File: src/rtl/fbscan_pkg.sv
package fbscan_pkg;
  typedef enum logic {
    WALK_IDLE = 1'b0,
    WALK_RUN  = 1'b1
  } walk_state_e;

  function automatic int unsigned width_of(input int unsigned max_val);
    return (max_val < 2) ? 1 : $clog2(max_val + 1);
  endfunction
endpackage

File: src/rtl/fbscan_cfg.sv
module fbscan_cfg #(
  parameter int unsigned AW         = 32,
  parameter int unsigned LEN_W      = 16,
  parameter int unsigned PITCH_W    = 16,
  parameter int unsigned LINE_W     = 12,
  parameter int unsigned MAX_OUT    = 8,
  parameter int unsigned OUT_W      = 4,
  parameter int unsigned BEAT_BYTES = 4
) (
  input  logic               clk_i,
  input  logic               rst_ni,
  input  logic               frame_start_i,
  input  logic [LEN_W-1:0]   line_bytes_i,
  input  logic [PITCH_W-1:0] pitch_i,
  input  logic [LINE_W-1:0]  last_line_i,
  input  logic [OUT_W-1:0]   max_out_i,
  output logic [LEN_W-1:0]   start_beats_o,
  output logic [LEN_W-1:0]   beats_o,
  output logic [PITCH_W-1:0] pitch_o,
  output logic [LINE_W-1:0]  last_line_o,
  output logic [OUT_W-1:0]   cap_o
);
  localparam int unsigned SHIFT = $clog2(BEAT_BYTES);
  localparam logic [OUT_W-1:0] MAX_OUT_V = OUT_W'(MAX_OUT);

  logic [LEN_W:0]   rounded;
  logic [OUT_W-1:0] cap_in;

  generate
    if (BEAT_BYTES == 1) begin : g_byte_beats
      assign rounded = {1'b0, line_bytes_i};
    end else begin : g_wide_beats
      assign rounded = ({1'b0, line_bytes_i} + (LEN_W+1)'(BEAT_BYTES - 1)) >> SHIFT;
    end
  endgenerate

  assign start_beats_o = rounded[LEN_W-1:0];
  assign cap_in = (max_out_i == '0 || max_out_i > MAX_OUT_V) ? MAX_OUT_V : max_out_i;

  always_ff @(posedge clk_i or negedge rst_ni) begin
    if (!rst_ni) begin
      beats_o     <= '0;
      pitch_o     <= '0;
      last_line_o <= '0;
      cap_o       <= MAX_OUT_V;
    end else if (frame_start_i) begin
      beats_o     <= start_beats_o;
      pitch_o     <= pitch_i;
      last_line_o <= last_line_i;
      cap_o       <= cap_in;
    end
  end

  // captured settings move only on a frame start
  a_r2_cfg_hold: assert property (@(posedge clk_i) disable iff (!rst_ni)
    !frame_start_i |=> ($stable(beats_o) && $stable(pitch_o) &&
                        $stable(last_line_o) && $stable(cap_o)));
endmodule

File: src/rtl/fbscan_walker.sv
module fbscan_walker
  import fbscan_pkg::*;
#(
  parameter int unsigned AW         = 32,
  parameter int unsigned LEN_W      = 16,
  parameter int unsigned PITCH_W    = 16,
  parameter int unsigned LINE_W     = 12,
  parameter int unsigned MAX_BEATS  = 16,
  parameter int unsigned BEAT_BYTES = 4,
  parameter int unsigned BURST_W    = 5
) (
  input  logic               clk_i,
  input  logic               rst_ni,
  input  logic               frame_start_i,
  input  logic [AW-1:0]      start_base_i,
  input  logic [LEN_W-1:0]   start_beats_i,
  input  logic [LEN_W-1:0]   beats_i,
  input  logic [PITCH_W-1:0] pitch_i,
  input  logic [LINE_W-1:0]  last_line_i,
  input  logic               fire_i,
  output logic               active_o,
  output logic [AW-1:0]      addr_o,
  output logic [BURST_W-1:0] burst_o
);
  localparam logic [AW-1:0]    STEP_A = AW'(MAX_BEATS * BEAT_BYTES);
  localparam logic [LEN_W-1:0] MAXB_L = LEN_W'(MAX_BEATS);

  walk_state_e       state_q;
  logic [AW-1:0]     line_base_q;
  logic [AW-1:0]     cur_q;
  logic [LEN_W-1:0]  left_q;
  logic [LINE_W-1:0] idx_q;
  logic              last_burst;
  logic              last_line;
  logic [AW-1:0]     next_line_base;

  assign last_burst     = (left_q <= MAXB_L);
  assign last_line      = (idx_q == last_line_i);
  assign next_line_base = line_base_q + AW'(pitch_i);

  always_ff @(posedge clk_i or negedge rst_ni) begin
    if (!rst_ni) begin
      state_q     <= WALK_IDLE;
      line_base_q <= '0;
      cur_q       <= '0;
      left_q      <= '0;
      idx_q       <= '0;
    end else if (frame_start_i) begin
      state_q     <= (start_beats_i != '0) ? WALK_RUN : WALK_IDLE;
      line_base_q <= start_base_i;
      cur_q       <= start_base_i;
      left_q      <= start_beats_i;
      idx_q       <= '0;
    end else if (fire_i && state_q == WALK_RUN) begin
      if (!last_burst) begin
        cur_q  <= cur_q + STEP_A;
        left_q <= left_q - MAXB_L;
      end else if (last_line) begin
        state_q <= WALK_IDLE;
      end else begin
        idx_q       <= idx_q + 1'b1;
        line_base_q <= next_line_base;
        cur_q       <= next_line_base;
        left_q      <= beats_i;
      end
    end
  end

  assign active_o = (state_q == WALK_RUN);
  assign addr_o   = cur_q;
  assign burst_o  = last_burst ? left_q[BURST_W-1:0] : BURST_W'(MAX_BEATS);

  // every presented burst is 1..MAX_BEATS beats
  a_r4_burst_range: assert property (@(posedge clk_i) disable iff (!rst_ni)
    active_o |-> (burst_o != '0 && burst_o <= BURST_W'(MAX_BEATS)));

  // an idle walker stays idle until a frame start
  a_r6_idle_stays: assert property (@(posedge clk_i) disable iff (!rst_ni)
    (state_q == WALK_IDLE && !frame_start_i) |=> state_q == WALK_IDLE);

  // the line after a granted line-end burst starts one pitch further on
  a_r5_next_line: assert property (@(posedge clk_i) disable iff (!rst_ni)
    (fire_i && active_o && last_burst && !last_line && !frame_start_i)
      |=> cur_q == $past(line_base_q) + AW'(pitch_i));
endmodule

File: src/rtl/fbscan_credit.sv
module fbscan_credit #(
  parameter int unsigned OUT_W = 4
) (
  input  logic             clk_i,
  input  logic             rst_ni,
  input  logic             fire_i,
  input  logic             done_i,
  input  logic [OUT_W-1:0] cap_i,
  output logic             avail_o
);
  logic [OUT_W-1:0] cnt_q;
  logic             dec;

  assign dec = done_i && (cnt_q != '0 || fire_i);

  always_ff @(posedge clk_i or negedge rst_ni) begin
    if (!rst_ni)              cnt_q <= '0;
    else if (fire_i && !dec)  cnt_q <= cnt_q + 1'b1;
    else if (!fire_i && dec)  cnt_q <= cnt_q - 1'b1;
  end

  assign avail_o = (cnt_q < cap_i);

  // a grant without completion adds exactly one
  a_r8_grant_counts: assert property (@(posedge clk_i) disable iff (!rst_ni)
    (fire_i && !done_i) |=> cnt_q == $past(cnt_q) + 1'b1);

  // grant and completion together cancel
  a_r11_both_cancel: assert property (@(posedge clk_i) disable iff (!rst_ni)
    (fire_i && done_i) |=> $stable(cnt_q));

  // completions never wrap the counter below zero
  a_r8_no_underflow: assert property (@(posedge clk_i) disable iff (!rst_ni)
    (cnt_q == '0 && !fire_i) |=> cnt_q == '0);
endmodule

File: src/rtl/fbscan_addr_gen.sv
module fbscan_addr_gen #(
  parameter int unsigned AW         = 32,
  parameter int unsigned LEN_W      = 16,
  parameter int unsigned PITCH_W    = 16,
  parameter int unsigned LINE_W     = 12,
  parameter int unsigned MAX_BEATS  = 16,
  parameter int unsigned BEAT_BYTES = 4,
  parameter int unsigned MAX_OUT    = 8,
  parameter int unsigned OUT_W      = fbscan_pkg::width_of(MAX_OUT),
  parameter int unsigned BURST_W    = fbscan_pkg::width_of(MAX_BEATS)
) (
  input  logic               clk_i,
  input  logic               rst_ni,
  input  logic               frame_start_i,
  input  logic [AW-1:0]      cfg_base_i,
  input  logic [LEN_W-1:0]   cfg_line_bytes_i,
  input  logic [PITCH_W-1:0] cfg_pitch_i,
  input  logic [LINE_W-1:0]  cfg_last_line_i,
  input  logic [OUT_W-1:0]   cfg_max_out_i,
  output logic               req_o,
  output logic [AW-1:0]      req_addr_o,
  output logic [BURST_W-1:0] req_beats_o,
  input  logic               gnt_i,
  input  logic               done_i
);
  logic [LEN_W-1:0]   start_beats;
  logic [LEN_W-1:0]   beats_q;
  logic [PITCH_W-1:0] pitch_q;
  logic [LINE_W-1:0]  last_line_q;
  logic [OUT_W-1:0]   cap_q;
  logic               active;
  logic               avail;
  logic               fire;

  assign fire  = req_o && gnt_i;
  assign req_o = active && avail;

  fbscan_cfg #(
    .AW(AW), .LEN_W(LEN_W), .PITCH_W(PITCH_W), .LINE_W(LINE_W),
    .MAX_OUT(MAX_OUT), .OUT_W(OUT_W), .BEAT_BYTES(BEAT_BYTES)
  ) cfg_i (
    .clk_i         (clk_i),
    .rst_ni        (rst_ni),
    .frame_start_i (frame_start_i),
    .line_bytes_i  (cfg_line_bytes_i),
    .pitch_i       (cfg_pitch_i),
    .last_line_i   (cfg_last_line_i),
    .max_out_i     (cfg_max_out_i),
    .start_beats_o (start_beats),
    .beats_o       (beats_q),
    .pitch_o       (pitch_q),
    .last_line_o   (last_line_q),
    .cap_o         (cap_q)
  );

  fbscan_walker #(
    .AW(AW), .LEN_W(LEN_W), .PITCH_W(PITCH_W), .LINE_W(LINE_W),
    .MAX_BEATS(MAX_BEATS), .BEAT_BYTES(BEAT_BYTES), .BURST_W(BURST_W)
  ) walker_i (
    .clk_i         (clk_i),
    .rst_ni        (rst_ni),
    .frame_start_i (frame_start_i),
    .start_base_i  (cfg_base_i),
    .start_beats_i (start_beats),
    .beats_i       (beats_q),
    .pitch_i       (pitch_q),
    .last_line_i   (last_line_q),
    .fire_i        (fire),
    .active_o      (active),
    .addr_o        (req_addr_o),
    .burst_o       (req_beats_o)
  );

  fbscan_credit #(
    .OUT_W(OUT_W)
  ) credit_i (
    .clk_i   (clk_i),
    .rst_ni  (rst_ni),
    .fire_i  (fire),
    .done_i  (done_i),
    .cap_i   (cap_q),
    .avail_o (avail)
  );

  // a waiting request holds its content
  a_r7_req_hold: assert property (@(posedge clk_i) disable iff (!rst_ni)
    (req_o && !gnt_i && !frame_start_i)
      |=> (req_o && $stable(req_addr_o) && $stable(req_beats_o)));

  // a frame start with data always arms the walker at the new base
  a_r3_start_base: assert property (@(posedge clk_i) disable iff (!rst_ni)
    (frame_start_i && cfg_line_bytes_i != '0)
      |=> (active && req_addr_o == $past(cfg_base_i)));

  // an empty line length never raises a request
  a_r10_empty_frame: assert property (@(posedge clk_i) disable iff (!rst_ni)
    (frame_start_i && cfg_line_bytes_i == '0) |=> !req_o);
endmodule

File: config.mk
export PLATFORM = sky130hd
export DESIGN_NAME = fbscan_addr_gen
export DESIGN_NICKNAME = d
export VERILOG_FILES = /design/src/rtl/fbscan_pkg.sv /design/src/rtl/fbscan_cfg.sv /design/src/rtl/fbscan_walker.sv /design/src/rtl/fbscan_credit.sv /design/src/rtl/fbscan_addr_gen.sv
export SDC_FILE = /design/constraint.sdc
export NUM_CORES = 1
export LEC_CHECK = 0
export BUFFER_PORTS_ARGS = -buffer_cell sky130_fd_sc_hd__buf_4
export CAP_MARGIN = 20
export CELL_PAD_IN_SITES_DETAIL_PLACEMENT = 0
export CELL_PAD_IN_SITES_GLOBAL_PLACEMENT = 2
export CORE_MARGIN = 5
export CORE_UTILIZATION = 36
export CTS_BUF_LIST = sky130_fd_sc_hd__clkbuf_4 sky130_fd_sc_hd__clkbuf_8
export CTS_CLUSTER_DIAMETER = 60
export DETAILED_ROUTE_END_ITERATION = 7
export PLACE_DENSITY = 0.89
export SLEW_MARGIN = 20
export SYNTH_ARGS = -nofsm -noshare
export SYNTH_HDL_FRONTEND = slang
export SYNTH_SLANG_ARGS = --single-unit
File: constraint.sdc
create_clock -name clk_i -period 3.9 [get_ports clk_i]
set_clock_uncertainty 0.2 [all_clocks]
set_input_delay 0.39 -clock clk_i [delete_from_list [all_inputs] [get_ports clk_i]]
set_output_delay 0.39 -clock clk_i [all_outputs]
set_load 0.01 [all_outputs]
==> results of run 1 <==
==> sequential cells by signal, summed over array words and instances (netlist names) <==
name	count
walker_i.addr_o	32
walker_i.active_o	1
cfg_i.last_line_o	12
credit_i.cnt_q	4
walker_i.idx_q	12
walker_i.left_q	16
walker_i.line_base_q	32
cfg_i.cap_o	4
cfg_i.beats_o	15
cfg_i.pitch_o	16
==> layout make-up <==
class | instances | share of cell area (%)
clock inverter | 10 | 1.03
clock buffer | 20 | 2.37
sequential | 144 | 32.6
inverter | 23 | 0.780
timing repair buffer | 204 | 15.4
multi-input combinational | 777 | 44.2
tap | 324 | 3.66
==> logic make-up after synthesis <==
group           count (synthesis)  synth area share (%)
flops                         144                  41.2
simple gates                  352                  19.1
mux                            41                  5.16
fa+ha+maj                      27                  4.03
xor+xnor                       81                  8.11
compound gates                276                  19.4
buf+inv                        69                  2.99
==> per-stage QoR <==
stage / std cells / utilization [%]
finish: 1502 / 45.9
global route: 1502 / 45.9
CTS: 1502 / 45.9
detailed placement: 1411 / 41.8
global placement: 1411 / 41.8
floorplan: 990 / -
==> power by group through the flow <==
stage               registers, mW  clock network, mW  logic [mW]
global route                 1.94               1.28        1.64
floorplan                    1.89                  0       0.890
detailed placement           1.94                  0        1.44
CTS                          1.91               1.23        1.49
global placement             1.93                  0        1.42
finish                       1.91               1.19        1.49
==> layer usage <==
metal	track usage, %	vias to the layer above	part of all wire, %
li1	-	3921	-
met1	28.3	3847	47
met2	30.3	243	45
met3	4.43	38	5.8
met4	5.67	0	2.0
met5	0	-	0
==> worst min-delay path, stage by stage <==
cell and delay (ns):
buf_4 0.08, nor2_1 0.06, a21oi_1 0.11
==> final timing paths <==
| kind | startpoint | to | slack [ns] |
|---|---|---|---|
| max | walker_i.left_q[10]$_DFFE_PN0P_ | req_beats_o[1] | 0.20 |
| min | cfg_base_i[20] | walker_i.line_base_q[20]$_DFFE_PN0P_ | 0.02 |
| max reg2reg | walker_i.left_q[10]$_DFFE_PN0P_ | walker_i.line_base_q[21]$_DFFE_PN0P_ | 0.20 |
| min reg2reg | cfg_i.beats_o[9]$_DFFE_PN0P_ | cfg_i.beats_o[9]$_DFFE_PN0P_ | 0.28 |
| max in group asynchronous | rst_ni | walker_i.left_q[14]$_DFFE_PN0P_ | 2.31 |
| min in group asynchronous | rst_ni | cfg_i.last_line_o[11]$_DFFE_PN0P_ | 0.32 |
==> cells in the final DEF (no fill, tap or decap), types with 7 or more instances in the layout <==
master and n:
dfrtp_1 143, buf_4 140, nand2_1 109, nor2_1 90
a21oi_1 85, o21ai_0 76, dlygate4sd3_1 61, xnor2_1 47
nand3_1 40, xor2_1 34, mux2_2 33, nor3_1 25
ha_1 25, inv_1 21, clkbuf_8 18, nand4_1 16
o22ai_1 15, and3_1 12, o21a_1 11, or3_1 11
a21o_1 10, a31oi_1 10, nand2b_1 8, a211oi_1 8
mux2i_1 8, or2_2 7, or4_1 7, and2_1 7
==> repair_timing <==
action / 4_1_cts / 5_1_grt
gates resized for setup: 0 / 1
setup endpoints to repair: 0 / 5
hold buffers: 61 / 0
endpoints found under the hold margin: 147 / 0
buffers inserted: 0 / 0
==> results by group, run 1 <==
CTS
  – Clock insertion delay at the later pin of the skew report: approximately 0.47 ns
  – Clock transition at path regs: ~0.08 ns
  – Cts bufs inserted: 17
  – H-tree depth: 4
  – Root Buffer: clkbuf_8
  – Maximum root-to-sink buffer count: 2
  – # clock sinks: between 100 and 150
  – CTS tree: built

Synth
  – Most frequent cell after synthesis: dfrtp_1
  – Synth top area share: between 40 and 50%
  – Syn_nets: ~1.1k
  – Yosys top cell by area: dfrtp_1
  – Main synth FF type: dfrtp_1
  – Sequential share of the synthesized area: 41.2%
  – Syn. warnings: 0
  – Number of synthesized register bits: ~140
  – Mapped Avg Cell Area: 8.83 um^2
  – Post-synth cell types: 70
  – EDFF count, synth: 0
  – Synth top area cells: dfrtp_1 (41%), a21oi_1 (4.9%), xnor2_1 (4.7%)
  – Synth cell count leaders: dfrtp_1 (143), nand2_1 (109), nor2_1 (90), a21oi_1 (85), o21ai_0 (77)
  – Synth async-reset ratio: 100%
  – Cells after Synth: 990
  – Synthesized area: 8750 um^2

GRT
  – Initial antenna violation count: 0
  – First-pass GRT wire length: 44.5 mm
  – Largest net degree at the start of global routing: 77
  – Total grt overflow: 0
  – GRT Overall Usage: between 10% and 20%
  – Vias in the first global route: between 8k and 9k

Die
  – Die width: ~170 um
  – Core Area: between 20000 and 25000 um^2
  – Cell row count: 57
  – Starting Density: between 30% and 40%
  – I/O Pins: roughly 120
  – Die area: roughly 28000 um^2
  – Chip height: roughly 170 um

Drt
  – Via count: a little over 8k
  – Drt first pass iters: 5
  – Number of DRC markers in iteration 0: ~520
  – Via density per instance: 5.36
  – Final ANT Viol Nets: 0
  – # DRC: 0
  – Detailed Route WL: ~27 mm
  – Avg WL per Cell: 18.2 um

Timing
  – Fin. max-slew vios: 0
  – Rel. slew slack: 45.1%
  – Minimum clock period: 3.70 ns
  – Worst hold slack: 0.0204 ns
  – Setup-failing EPs final: 0
  – Fin Setup TNS: 0 ns
  – Final period util: between 90% and 100%
  – Worst slew pin tran: 0.821 ns
  – Hold Vio Cnt, Final: 0
  – Fmax achieved: about 0.27 GHz
  – Final Worst Setup Slack: 0.196 ns
  – RSZ-0062 raised after global routing: false

Min path
  – Worst Hold Depth: 3
  – Min-Delay Path Class: in -> reg

Power and ir drop
  – Cell-internal power: 2.93 mW
  – Power per cell area: approximately 410 nW/um^2
  – Combinational group share of total power: between 30 and 40%
  – Sw Share: around 36%
  – Pwr Total: around 4.6 mW
  – P_leak: roughly 4.6 nW
  – Sequential power share: between 40% and 50%
  – Clk pwr share: 26.0%
  – Peak VDD IR: ~0.18 mV
  – Sw power: around 1.7 mW

Finish
  – Nets: between 1k and 1.5k
  – Area Overhead vs Synth: 26.5%
  – Area of the multi-input gates: 4890 um^2
  – Share of layout cells above drive strength 1: 18.8%
  – Post-route design area: between 10000 and 15000 um^2
  – Register area: roughly 3600 um^2
  – Fill cells: about 2.4k
  – Antenna diodes: 0

Worst setup path
  – Crit path depth: 6
  – Buf+Inv Stages, Crit Path: 2
  – CP required: ~3.3 ns
  – Most common cell on crit path: or4_1
  – CP max-delay cell: or4_1
  – Crit path max fanout: 36
  – Crit-path cells: or4_1 > or4_1 > nor4_4 > buf_6 > and2_1 > buf_4
  – Path type of the worst setup path: reg -> out
  – Cell depth of the worst flop-to-flop path: 8
  – Endpoint type of the worst setup path: output pin
  – Crit path DAT: 3.11 ns
  – Critical path's largest stage delay: a little over 0.5 ns
  – Crit path max-delay family: simple AND/OR/NAND/NOR gates
  – Setup crit start kind: flip-flop

Placement
  – Place WS: between 0.2 and 0.25 ns
  – Final HPWL DP: between 15 and 20 mm
  – Post-DP Area: just over 10000 um^2
  – Port-buffer cells: approximately 120
  – Placer Congestion: ~0.91

Outcome
  – Status: completed

Flow run
  – Max-Cap Viols: 0
No activity file was read; power rests on OpenSTA's default activity.
==> inputs of run 2 (changes only) <==
- REMOVE_ABC_BUFFERS: not set -> 1
==> run 2 against run 1 <==
- routed wire length about the same
- via count about the same
- critical path type is now reg -> reg
- design area is 0.22% lower
- count of clock-buffer cells in the layout down 1
- maximum frequency is 0.19% higher
- combinational power hardly changed
- hold slack better by 0.0017 ns
- first-iteration DRC count up 7.6%
- critical path depth rose by 2
- global-route usage is 0.17 points higher
- highest routed layer unchanged
- final cell count unchanged
- sequential share of layout area up 0.070 points
==> results by group, run 2 (same netlist as run 1, synthesis figures left out) <==
Die
  – Starting Density: a little over a third
  – Cell row count: 57
  – Core Area: around 24000 um^2
  – Die width: about 170 um
  – I/O Pins: between 100 and 150
  – Chip height: between 150 and 200 um
  – Die area: 27500 um^2

Drt
  – Avg WL per Cell: around 18 um
  – Drt first pass iters: 7
  – # DRC: 0
  – Via count: approximately 8.0k
  – Detailed Route WL: ~27 mm
  – Final ANT Viol Nets: 0
  – Via density per instance: between 5 and 6
  – Number of DRC markers in iteration 0: about 560

CTS
  – Clock transition at path regs: roughly 0.09 ns
  – CTS tree: built
  – H-tree depth: 4
  – Maximum root-to-sink buffer count: 2
  – CTS resizes: 0
  – Cts bufs inserted: 17
  – # clock sinks: approximately 140
  – Setup bufs post-CTS: 0
  – Root Buffer: clkbuf_8
  – CTS Hold Buffers Added: 57
  – Clock insertion delay at the later pin of the skew report: about 0.46 ns

GRT
  – Met2 usage: 31.8%
  – GRT busiest layer: met2
  – Global Route met3 Usage: 3.74%
  – Vias in the first global route: about 8.2k
  – GRT Overall Usage: approximately 20%
  – First-pass GRT wire length: 44.8 mm
  – Initial antenna violation count: 0
  – Largest net degree at the start of global routing: just under 90
  – Total grt overflow: 0
  – GR met1 Demand/Resource: ~28%

Placement
  – Place WS: between 0.2 and 0.25 ns
  – Port-buffer cells: 122
  – Placer Congestion: slightly below 0.9
  – Placed Cells: about 1.4k
  – Post-DP Area: 10100 um^2
  – Final HPWL DP: between 15 and 20 mm

Timing
  – Final period util: roughly 95%
  – Fin Setup TNS: 0 ns
  – Fin. max-slew vios: 0
  – Worst slew pin tran: roughly 0.87 ns
  – Hold Vio Cnt, Final: 0
  – RSZ-0062 raised after global routing: false
  – Setup-failing EPs final: 0
  – Worst hold slack: approximately 0.022 ns
  – Minimum clock period: between 3 and 4 ns
  – Rel. slew slack: 42.0%
  – Fmax achieved: between 0.2 and 0.3 GHz
  – Final Worst Setup Slack: between 0.2 and 0.25 ns

Worst setup path
  – Most common cell on crit path: or4_1
  – Crit path DAT: 3.85 ns
  – Endpoint type of the worst setup path: flip-flop
  – Crit path max-delay family: simple AND/OR/NAND/NOR gates
  – Crit-path cells: or4_1 > or4_1 > or4_1 > nor3_4 > nor2_1 > clkinv_1 > o21ai_0 > a221o_1
  – Buf+Inv Stages, Crit Path: 1
  – Reg-to-reg startpoint: walker_i.left_q[13]$_DFFE_PN0P_
  – CP required: 4.05 ns
  – CP Launch Point: walker_i.left_q[13]$_DFFE_PN0P_
  – Critical path's largest stage delay: between 0.7 and 0.8 ns
  – Path type of the worst setup path: reg -> reg
  – Setup crit start kind: flip-flop
  – Crit path max fanout: 10
  – CP max-delay cell: or4_1

Outcome
  – Status: completed

Power and ir drop
  – P_leak: 4.55 nW
  – Power per cell area: approximately 410 nW/um^2
  – Peak VDD IR: about 0.19 mV
  – Pwr Total: between 4 and 5 mW

Finish
  – Nets: 1277
  – Most frequent cells in the layout: dfrtp_1 (143), buf_4 (143), nand2_1 (109), nor2_1 (90), a21oi_1 (85)
  – Area Overhead vs Synth: 26.3%
  – Post-route design area: 11000 um^2
  – Post-route insts no fill: 1502
  – Fill cells: ~2.4k
  – Antenna diodes: 0
  – Share of layout cells above drive strength 1: a little under a fifth
  – Fin util: between 40% and 50%

Min path
  – Min-Delay Startpoint: cfg_base_i[22]
  – Min-Delay Path Class: in -> reg

Flow run
  – Max-Cap Viols: 0
-- run 2: cell types whose count changed in the layout (fill, tap and decap cells not counted) --
| cell | change |
|---|---|
| buf_4 | +3 |
| buf_6 | -1 |
| bufinv_16 | -1 |
| clkbuf_4 | -1 |
| clkinv_2 | -2 |
| clkinv_4 | +2 |
| dlygate4sd3_1 | -4 |
| inv_6 | +4 |
-- run 2: area by class of cell --
type                            count  area [um^2]  share of cell area, %
Sequential cell                   144         3600                   32.6
Clock inverter                     13          126                   1.14
Tap cell                          324          405                   3.67
Inverter                           23         86.3                  0.782
Timing Repair Buffer              202         1680                   15.2
Clock buffer                       19          255                   2.31
Multi-Input combinational cell    777         4890                   44.3
-- run 2: path summary, 6_finish.rpt --
path	endpoint	slack, ns	cells after the start
max	walker_i.line_base_q[21]$_DFFE_PN0P_	0.20	8
min reg2reg	cfg_i.beats_o[9]$_DFFE_PN0P_	0.28	1
max in group asynchronous	cfg_i.cap_o[3]$_DFFE_PN1P_	2.29	3
max reg2reg	walker_i.line_base_q[21]$_DFFE_PN0P_	0.20	8
min	walker_i.line_base_q[22]$_DFFE_PN0P_	0.02	3
min in group asynchronous	walker_i.line_base_q[3]$_DFFE_PN0P_	0.36	2
-- run 2: power by group --
group	internal, mW	leakage [nW]	switching [mW]	total (mW)
clock network	0.538	0.184	0.643	1.18
logic	0.662	2.66	0.822	1.48
registers	1.68	1.71	0.217	1.89
-- run 2: metal layers --
| metal | share of wire [%] | up-vias |
|---|---|---|
| met2 | 46 | 218 |
| li1 | - | 3918 |
| met3 | 4.9 | 20 |
| met5 | 0 | - |
| met1 | 48 | 3888 |
| met4 | 1.3 | 0 |
-- run 2: worst register-to-register path, stage by stage (launching register included) --
cell and delay [ns]:
dfrtp_1 0.40, or4_1 0.54, or4_1 0.50, or4_1 0.75
nor3_4 0.41, nor2_1 0.27, clkinv_1 0.13, o21ai_0 0.09
a221o_1 0.31
